### src/rtl/minifloat_add.sv
module minifloat_add #(
  parameter int OUT_REG = 1
) (
  input  logic       clk,
  input  logic       rst_n,
  input  logic [7:0] a_in,
  input  logic [7:0] b_in,
  output logic [7:0] sum_out
);
  localparam logic [7:0] QNAN = 8'h7C;

  logic a_nan, b_nan, a_inf, b_inf, swap, sub;
  logic [7:0] big, sml;
  logic [3:0] eb, es, d;
  logic [3:0] sig_b, sig_s;
  logic [13:0] ext;
  logic [6:0] big_al, sml_al;
  logic [7:0] raw;
  logic [6:0] nm;
  logic [4:0] e5, m5;
  logic [3:0] lz, sh;
  logic rup;
  logic [7:0] res;

  assign a_nan = (&a_in[6:3]) & (|a_in[2:0]);
  assign b_nan = (&b_in[6:3]) & (|b_in[2:0]);
  assign a_inf = a_in[6:0] == 7'h78;
  assign b_inf = b_in[6:0] == 7'h78;

  assign swap = b_in[6:0] > a_in[6:0];
  assign big  = swap ? b_in : a_in;
  assign sml  = swap ? a_in : b_in;
  assign sub  = big[7] ^ sml[7];

  assign eb    = (big[6:3] == 4'd0) ? 4'd1 : big[6:3];
  assign es    = (sml[6:3] == 4'd0) ? 4'd1 : sml[6:3];
  assign d     = eb - es;
  assign sig_b = {|big[6:3], big[2:0]};
  assign sig_s = {|sml[6:3], sml[2:0]};

  assign ext    = {sig_s, 10'd0} >> d;
  assign big_al = {sig_b, 3'b000};
  assign sml_al = {ext[13:8], ext[7] | (|ext[6:0])};
  assign raw    = sub ? ({1'b0, big_al} - {1'b0, sml_al})
                      : ({1'b0, big_al} + {1'b0, sml_al});

  always_comb begin
    lz = 4'd7;
    for (int i = 0; i < 7; i++)
      if (raw[i]) lz = 4'(6 - i);
    sh = 4'd0;
    if (raw[7]) begin
      nm = {raw[7:2], raw[1] | raw[0]};
      e5 = {1'b0, eb} + 5'd1;
    end else begin
      sh = (lz < eb - 4'd1) ? lz : eb - 4'd1;
      nm = raw[6:0] << sh;
      e5 = {1'b0, eb} - {1'b0, sh};
    end
    rup = nm[2] & (nm[1] | nm[0] | nm[3]);
    m5  = {1'b0, nm[6:3]} + {4'd0, rup};
    if (m5[4]) begin
      m5 = 5'b01000;
      e5 = e5 + 5'd1;
    end
  end

  always_comb begin
    if (a_nan || b_nan || (a_inf && b_inf && (a_in[7] != b_in[7])))
      res = QNAN;
    else if (a_inf)
      res = a_in;
    else if (b_inf)
      res = b_in;
    else if (raw == 8'd0)
      res = sub ? 8'h00 : {big[7], 7'd0};
    else if (e5 >= 5'd15)
      res = {big[7], 7'h78};
    else
      res = {big[7], (m5[3] ? e5[3:0] : 4'd0), m5[2:0]};
  end

  generate
    if (OUT_REG != 0) begin : g_reg
      always_ff @(posedge clk or negedge rst_n)
        if (!rst_n) sum_out <= 8'h00;
        else        sum_out <= res;
    end else begin : g_comb
      assign sum_out = res;
    end
  endgenerate
endmodule


### config.mk
export PLATFORM = sky130hd
export DESIGN_NAME = minifloat_add
export DESIGN_NICKNAME = d
export VERILOG_FILES = /design/src/rtl/minifloat_add.sv
export SDC_FILE = /design/constraint.sdc
export NUM_CORES = 1
export LEC_CHECK = 0
export ABC_CLOCK_PERIOD_IN_PS = 800
export BUFFER_PORTS_ARGS = -buffer_cell sky130_fd_sc_hd__buf_4
export CORE_ASPECT_RATIO = 0.75
export CORE_MARGIN = 2
export CORE_UTILIZATION = 35
export CTS_CLUSTER_DIAMETER = 30
export DETAILED_ROUTE_END_ITERATION = 8
export GPL_TIMING_DRIVEN = 0
export HOLD_SLACK_MARGIN = 0.08
export PLACE_DENSITY_LB_ADDON = 0.08
export SYNTH_ARGS = -nofsm -noshare
export SYNTH_HDL_FRONTEND = slang
export SYNTH_SLANG_ARGS = --single-unit
### constraint.sdc
create_clock -name clk -period 0.8 [get_ports clk]
set_input_delay 0.08 -clock clk [delete_from_list [all_inputs] [get_ports clk]]
set_output_delay 0.08 -clock clk [all_outputs]
set_load 0.03 [all_outputs]
; ---- Word level (Yosys, flattened, before mapping)
; Index checks and enable logic that the tools add are counted.
[totals]
output_inout_bits = 8
elab_cells = 63
in_bits = 18
regBits = 8
[op_classes]
muxes = 24
eq_ne = 3
bitwise = 8
order_cmp = 3
reduce_logical = 14
n_shift = 2
add_sub_neg = 8
[op_table]
columns = op, n
row1 = $mux W8, 8
row2 = $mux W4, 10
row3 = $eq A7 B7 Y1 const B, 2
row4 = $mux W7, 2
row5 = $shr A14 B4 Y14, 1
row6 = $mux W5, 2
row7 = $add A7 B7 Y8, 1
row8 = $logic_not A4 Y1, 2
row9 = $logic_not A8 Y1, 1
row10 = $reduce_and A4 Y1, 2
row11 = $reduce_or A4 Y1, 2
row12 = $sub A7 B7 Y8, 1
row13 = $gt A7 B7 Y1, 1
row14 = $reduce_or A7 Y1, 1
row15 = $shl A7 B4 Y7, 1
row16 = $reduce_or A3 Y1, 2
row17 = $add A4 B1 Y5, 1
row18 = $add A4 B1 Y5 const B, 1
row19 = $add A5 B1 Y5 const B, 1
row20 = $ge A5 B4 Y1 const B, 1
row21 = $sub A4 B4 Y5, 1
row22 = $lt A4 B4 Y1, 1
row23 = $or A1 B1 Y1, 4
row24 = $sub A4 B1 Y4 const B, 1
row25 = 8 further kinds, 12

; ---- Logic depth before layout (Yosys ltp)
[depth]
ltp_word = 32
depth_mapped = 48

; ---- Worst setup path before layout
; No wires, ideal clock.
[synth_timing]
kind = input port to flip-flop
start = in a_in[6]
end = reg sum_out[3]
setup_time_ns = 0.136
path_buffers = 3
t_arrival_ns = 8.584
required_ns = 0.664
path_slack_ns = -7.920
cell_stages = 39
path_cell_list = buf_6 > inv_1 > ha_1 > nand4_2 > or2_1 > clkbuf_1 > or2_2 > a211oi_1 > a21oi_1 > o211ai_1 > inv_1 > ha_1 > buf_6 > mux4_2 > mux2_2 > or2_2 > ha_1 > o31a_1 > [... 3 more ...] > nor4_2 > ha_1 > o21a_1 > nand2_1 > a211o_1 > and3b_4 > or2_4 > inv_2 > ha_1 > and2_1 > fa_1 > ha_1 > nor2b_1 > maj3_1 > mux2i_1 > nand4_1 > a41oi_1 > o21ai_1
[synth_between]
elab_chain_cells = 32
elab_cells_between_ends = 55
classes_between = 8 x add/sub / 3 x order compare / 1 x eq/ne / 2 x shift / 23 x mux / 7 x bitwise / 11 x reduce/logical
[synth_rtl]
columns = element, line_no
row1 = "start, declared", 6  ; input logic [7:0] a_in,
row2 = $gt A7 B7 Y1, 30  ; assign swap = b_in[6:0] > a_in[6:0];
row3 = "$mux W8, on equally long branches", "31, 32"
row4 = "$logic_not A4 Y1, on equally long branches", "35, 36"
row5 = "$mux W4, on equally long branches", "35, 36"
row6 = $sub A4 B4 Y4, 37  ; assign d = eb - es;
row7 = $shr A14 B4 Y14, 41  ; assign ext = {sig_s, 10'd0} >> d;
row8 = $reduce_or A7 Y1, 43  ; assign sml_al = {ext[13:8], ext[7] | (|ext[6:0])};
row9 = $or A1 B1 Y1, 43
row10 = [... 17 more ...], -
row11 = $mux W5 or $mux W4 (tied branches), 62  ; if (m5[4]) begin
row12 = $ge A5 B4 Y1 or $mux W4 (tied branches), "77, 80"
row13 = $mux W7, 77  ; else if (e5 >= 5'd15)
row14 = $mux W8, 75  ; else if (raw == 8'd0)
row15 = $mux W8, 73  ; else if (b_inf)
row16 = $mux W8, 71  ; else if (a_inf)
row17 = $mux W8 (*), 69  ; if (a_nan || b_nan || (a_inf && b_inf && (a_in[7] != b_in[7])))
row18 = named net res[3], 23  ; logic [7:0] res;
row19 = "end signal, assigned", 87  ; else sum_out <= res;
row20 = "end, declared", 8  ; output logic [7:0] sum_out
; Mark *: on every way through the listed nets, which the timed path passes. The rest lies on a longest branch.

; ---- Worst setup path after layout
[layout_timing]
start = in a_in[5]
end = reg sum_out[4]
; The elaborated chain is that of the path after synthesis.

==> metrics.yaml <==
worst_setup_path:
  worstPathArrival_ns: 8.08
  timing.critical_path.slowest_stage_cell: "sky130_fd_sc_hd__fa_2"
  crit_path_max_incr_delay_ns: 0.57
  path_common_cell: "sky130_fd_sc_hd__ha_4"
  critical_path_cell_count: 37
  crit_path_max_fanout: 6
  startpoint_types: "input pin"
  cp.buffers_inverters: 4
  worst-setup-path-type: "input pin to register"
  critical-path-top-delay-family: "simple AND/OR/NAND/NOR gates"
  cp-end-kind: "register"
  worst-endpoint-required_ns: 0.90
global_routing:
  grt_antenna_before_repair: 0
  vias_in_the_first_global_route: 3323
  total_overflow_reported_by_the_global_router: 0
  pin_count_of_the_biggest_net_entering_global_routing: 11
  gr-usage-all-layers: 0.217
  grt_pass1_wl_mm: 16.7
timing:
  finalWorstSetupSlack_ns: -7.18
  fin_crit_sh: 9.97
  max-slew-margin-rel: 0.331
  tightest_slew_ns: 0.994
  slew_violations: 0
  fmax_mhz: 125
  worst_hold_margin_ns: 0.184
  timing_hold_violations_final: 0
  layout_min_cycle_time_ns: 7.98
  setup_viol: 16
  rsz0062_at_grt: "yes"
  final.setup.tns_ns: -54.44
detailed_routing:
  ant_nets: 0
  first_pass_drt_iterations: 5
  iter_0_drt_violations: 184
  route.detailed.drc: 0
  avgViaCountPerCell: 5.80
  total_wirelength_mm: 10.8
  vias: 3509
  wire_per_inst_um: 17.9
place:
  post-dp-hpwl_mm: 7.18
  place.detailed.instances: 516
  port_buffers: 24
  gp_routability_congestion: 0.871
  placement.cell_area_sq_mm: 0.00346
clock_network:
  master_cell_of_the_clock_root_buffer: "sky130_fd_sc_hd__clkbuf_16"
  cts_max_path_buffers: 2
  cts_buffers: 3
  cts-htree-levels: 1
  cts_num_sinks: 8
  cts.reportedPaths.clkPinSlew_ns: 0.04
  cts_tree: "built"
die:
  initial_utilization: 0.356
  core-area_sq_mm: 0.00838
  rows: 29
  ioPinCount: 26
  fp.dieW_um: 111
  die_h_um: 84
  die_area_sq_mm: 0.00930
synthesis:
  synth_seq_area_share: 0.0670
  synth_area_sq_mm: 0.00299
  synth_edf_count: 0
  synth_area_per_cell_sq_um: 7.78
  yosys_warnings: 0
  synth_largest_area_cell: "sky130_fd_sc_hd__ha_1"
  synth.top_cell.area_share: 0.121
  synth_top_cells_by_area: "sky130_fd_sc_hd__ha_1 (12%), sky130_fd_sc_hd__dfrtp_1 (6.7%), sky130_fd_sc_hd__a21oi_1 (4.2%)"
  synthesis.nets: 434
  asyncSetResetFlopFracSynth: 1.00
  post_synth_inst_count: 384
  synth_ff_type: "sky130_fd_sc_hd__dfrtp_1"
  synth_cell_types: 84
  synth.ff_latch_count: 8
run_status:
  violations: "setup timing"
  run_status: "finished with violations"
pwr:
  p_per_area_mw_per_mm2: 5450
  total_leakage_power_nw: 2.04
  peakVddDrop_mv: 5.03
finish:
  utilization: 0.591
  sequential_cell_area_sq_um: 200
  combined_area_of_the_multi_input_logic_cells_sq_mm: 0.00334
  insertedDiodeCount: 0
  largest-register: "sum_out"
  post_route_cells_drive_above_1_share: 0.511
  final.fill_count: 742
  stdcell_area_sq_mm: 0.00496
  top_regs: "sum_out: 8 flops"
  layout.cells.non_filler: 605
  finish.net_count: 549
  largest_register_ff_count: 8
  syn2layout_area_growth_pct: 66.0
flow_run:
  drv_cap: 0
min_path:
  holdCritPathClass: "input pin to register"
  hold-path-cell-count: 3
==> where the power goes <==
| group | internal (mW) | switching, mW |
|---|---|---|
| logic | 12.8 | 12.6 |
| registers | 0.687 | 0.0731 |
| clock network | 0.646 | 0.208 |
==> metrics by stage <==
stage               power [mW]  worst slack, ns
floorplan                 14.7            -7.24
global placement          17.4            -8.62
detailed placement        17.5            -8.63
CTS                       24.6            -7.32
global route              28.9            -7.48
finish                    27.0            -7.18
==> kinds of logic after synthesis <==
| kind of cell | synth area share |
|---|---|
| compound gates | 0.348 |
| xor+xnor | 0.0545 |
| fa+ha+maj | 0.145 |
| buf+inv | 0.0641 |
| flops | 0.0670 |
| mux | 0.0779 |
| simple gates | 0.244 |
==> per-layer routing <==
layer | GRT usage | vias to the layer above | share of wire
met1 | 0.306 | 1681 | 0.45
met5 | 0 | - | 0
met2 | 0.352 | 116 | 0.46
li1 | - | 1700 | -
met3 | 0.0465 | 12 | 0.076
met4 | 0.0261 | 0 | 0.0080
==> final cells by class <==
| type | count | area share |
|---|---|---|
| tap | 108 | 0.0273 |
| multi-input combinational | 335 | 0.674 |
| buffer | 8 | 0.0162 |
| timing repair buffer | 112 | 0.197 |
| clock buffer | 3 | 0.0151 |
| sequential | 8 | 0.0404 |
| inverter | 31 | 0.0295 |
==> final timing paths <==
| check | startpoint | slack, ns | endpoint |
|---|---|---|---|
| max in group asynchronous | rst_n | 0.45 | sum_out[6] |
| min | a_in[7] | 0.18 | sum_out[7] |
| max | a_in[5] | -7.18 | sum_out[4] |
| min in group asynchronous | rst_n | 0.21 | sum_out[4] |
==> what timing repair did <==
item | in CTS | in global routing
pin swaps | 48 | 44
hold buffers | 1 | 0
resized for setup | 94 | 61
hold endpoints to repair | 8 | 0
endpoints found under the setup margin | 16 | 16
setup buffers | 58 | 30
==> cell usage in the layout, fill, tap and decap left out, types with 4 or more instances in the layout <==
cell type                  Yosys  routed
sky130_fd_sc_hd__or4_1         5       4
sky130_fd_sc_hd__o21a_1        6       4
sky130_fd_sc_hd__nor2_2        2       4
sky130_fd_sc_hd__nand3_1      11       7
sky130_fd_sc_hd__nor2_1       23      18
sky130_fd_sc_hd__and3_1        4       4
sky130_fd_sc_hd__or2_4         1       4
sky130_fd_sc_hd__nor3_1       11      10
sky130_fd_sc_hd__nand2_1      33      31
sky130_fd_sc_hd__inv_1        28      19
sky130_fd_sc_hd__nand4_1       7       7
sky130_fd_sc_hd__a211oi_2      1       4
sky130_fd_sc_hd__o21ai_0      19      17
sky130_fd_sc_hd__dfrtp_1       8       8
sky130_fd_sc_hd__nor4_1        4       4
sky130_fd_sc_hd__or3_1        11       8
sky130_fd_sc_hd__mux2i_1      11       6
sky130_fd_sc_hd__buf_4         1      84
sky130_fd_sc_hd__a21oi_1      25      15
sky130_fd_sc_hd__a21oi_2       2       8
sky130_fd_sc_hd__o22ai_1       6       6
sky130_fd_sc_hd__xor2_1        9       6
sky130_fd_sc_hd__a21o_1        6       5
sky130_fd_sc_hd__a211oi_1      7       4
sky130_fd_sc_hd__buf_6         3      25
sky130_fd_sc_hd__ha_4          0      18
sky130_fd_sc_hd__o21ai_1       6       5
sky130_fd_sc_hd__ha_1         29       8
sky130_fd_sc_hd__inv_4         1       6
sky130_fd_sc_hd__a21oi_4       1       5
sky130_fd_sc_hd__o211ai_1     11      11
==> cell usage after synthesis, types with 8 or more instances <==
cell type and number:
sky130_fd_sc_hd__nand2_1 33, sky130_fd_sc_hd__ha_1 29, sky130_fd_sc_hd__inv_1 28, sky130_fd_sc_hd__a21oi_1 25
sky130_fd_sc_hd__nor2_1 23, sky130_fd_sc_hd__o21ai_0 19, sky130_fd_sc_hd__mux2i_1 11, sky130_fd_sc_hd__nand3_1 11
sky130_fd_sc_hd__nor3_1 11, sky130_fd_sc_hd__o211ai_1 11, sky130_fd_sc_hd__or3_1 11, sky130_fd_sc_hd__xor2_1 9
sky130_fd_sc_hd__dfrtp_1 8
Note: power is estimated with default switching activity, not from simulation.
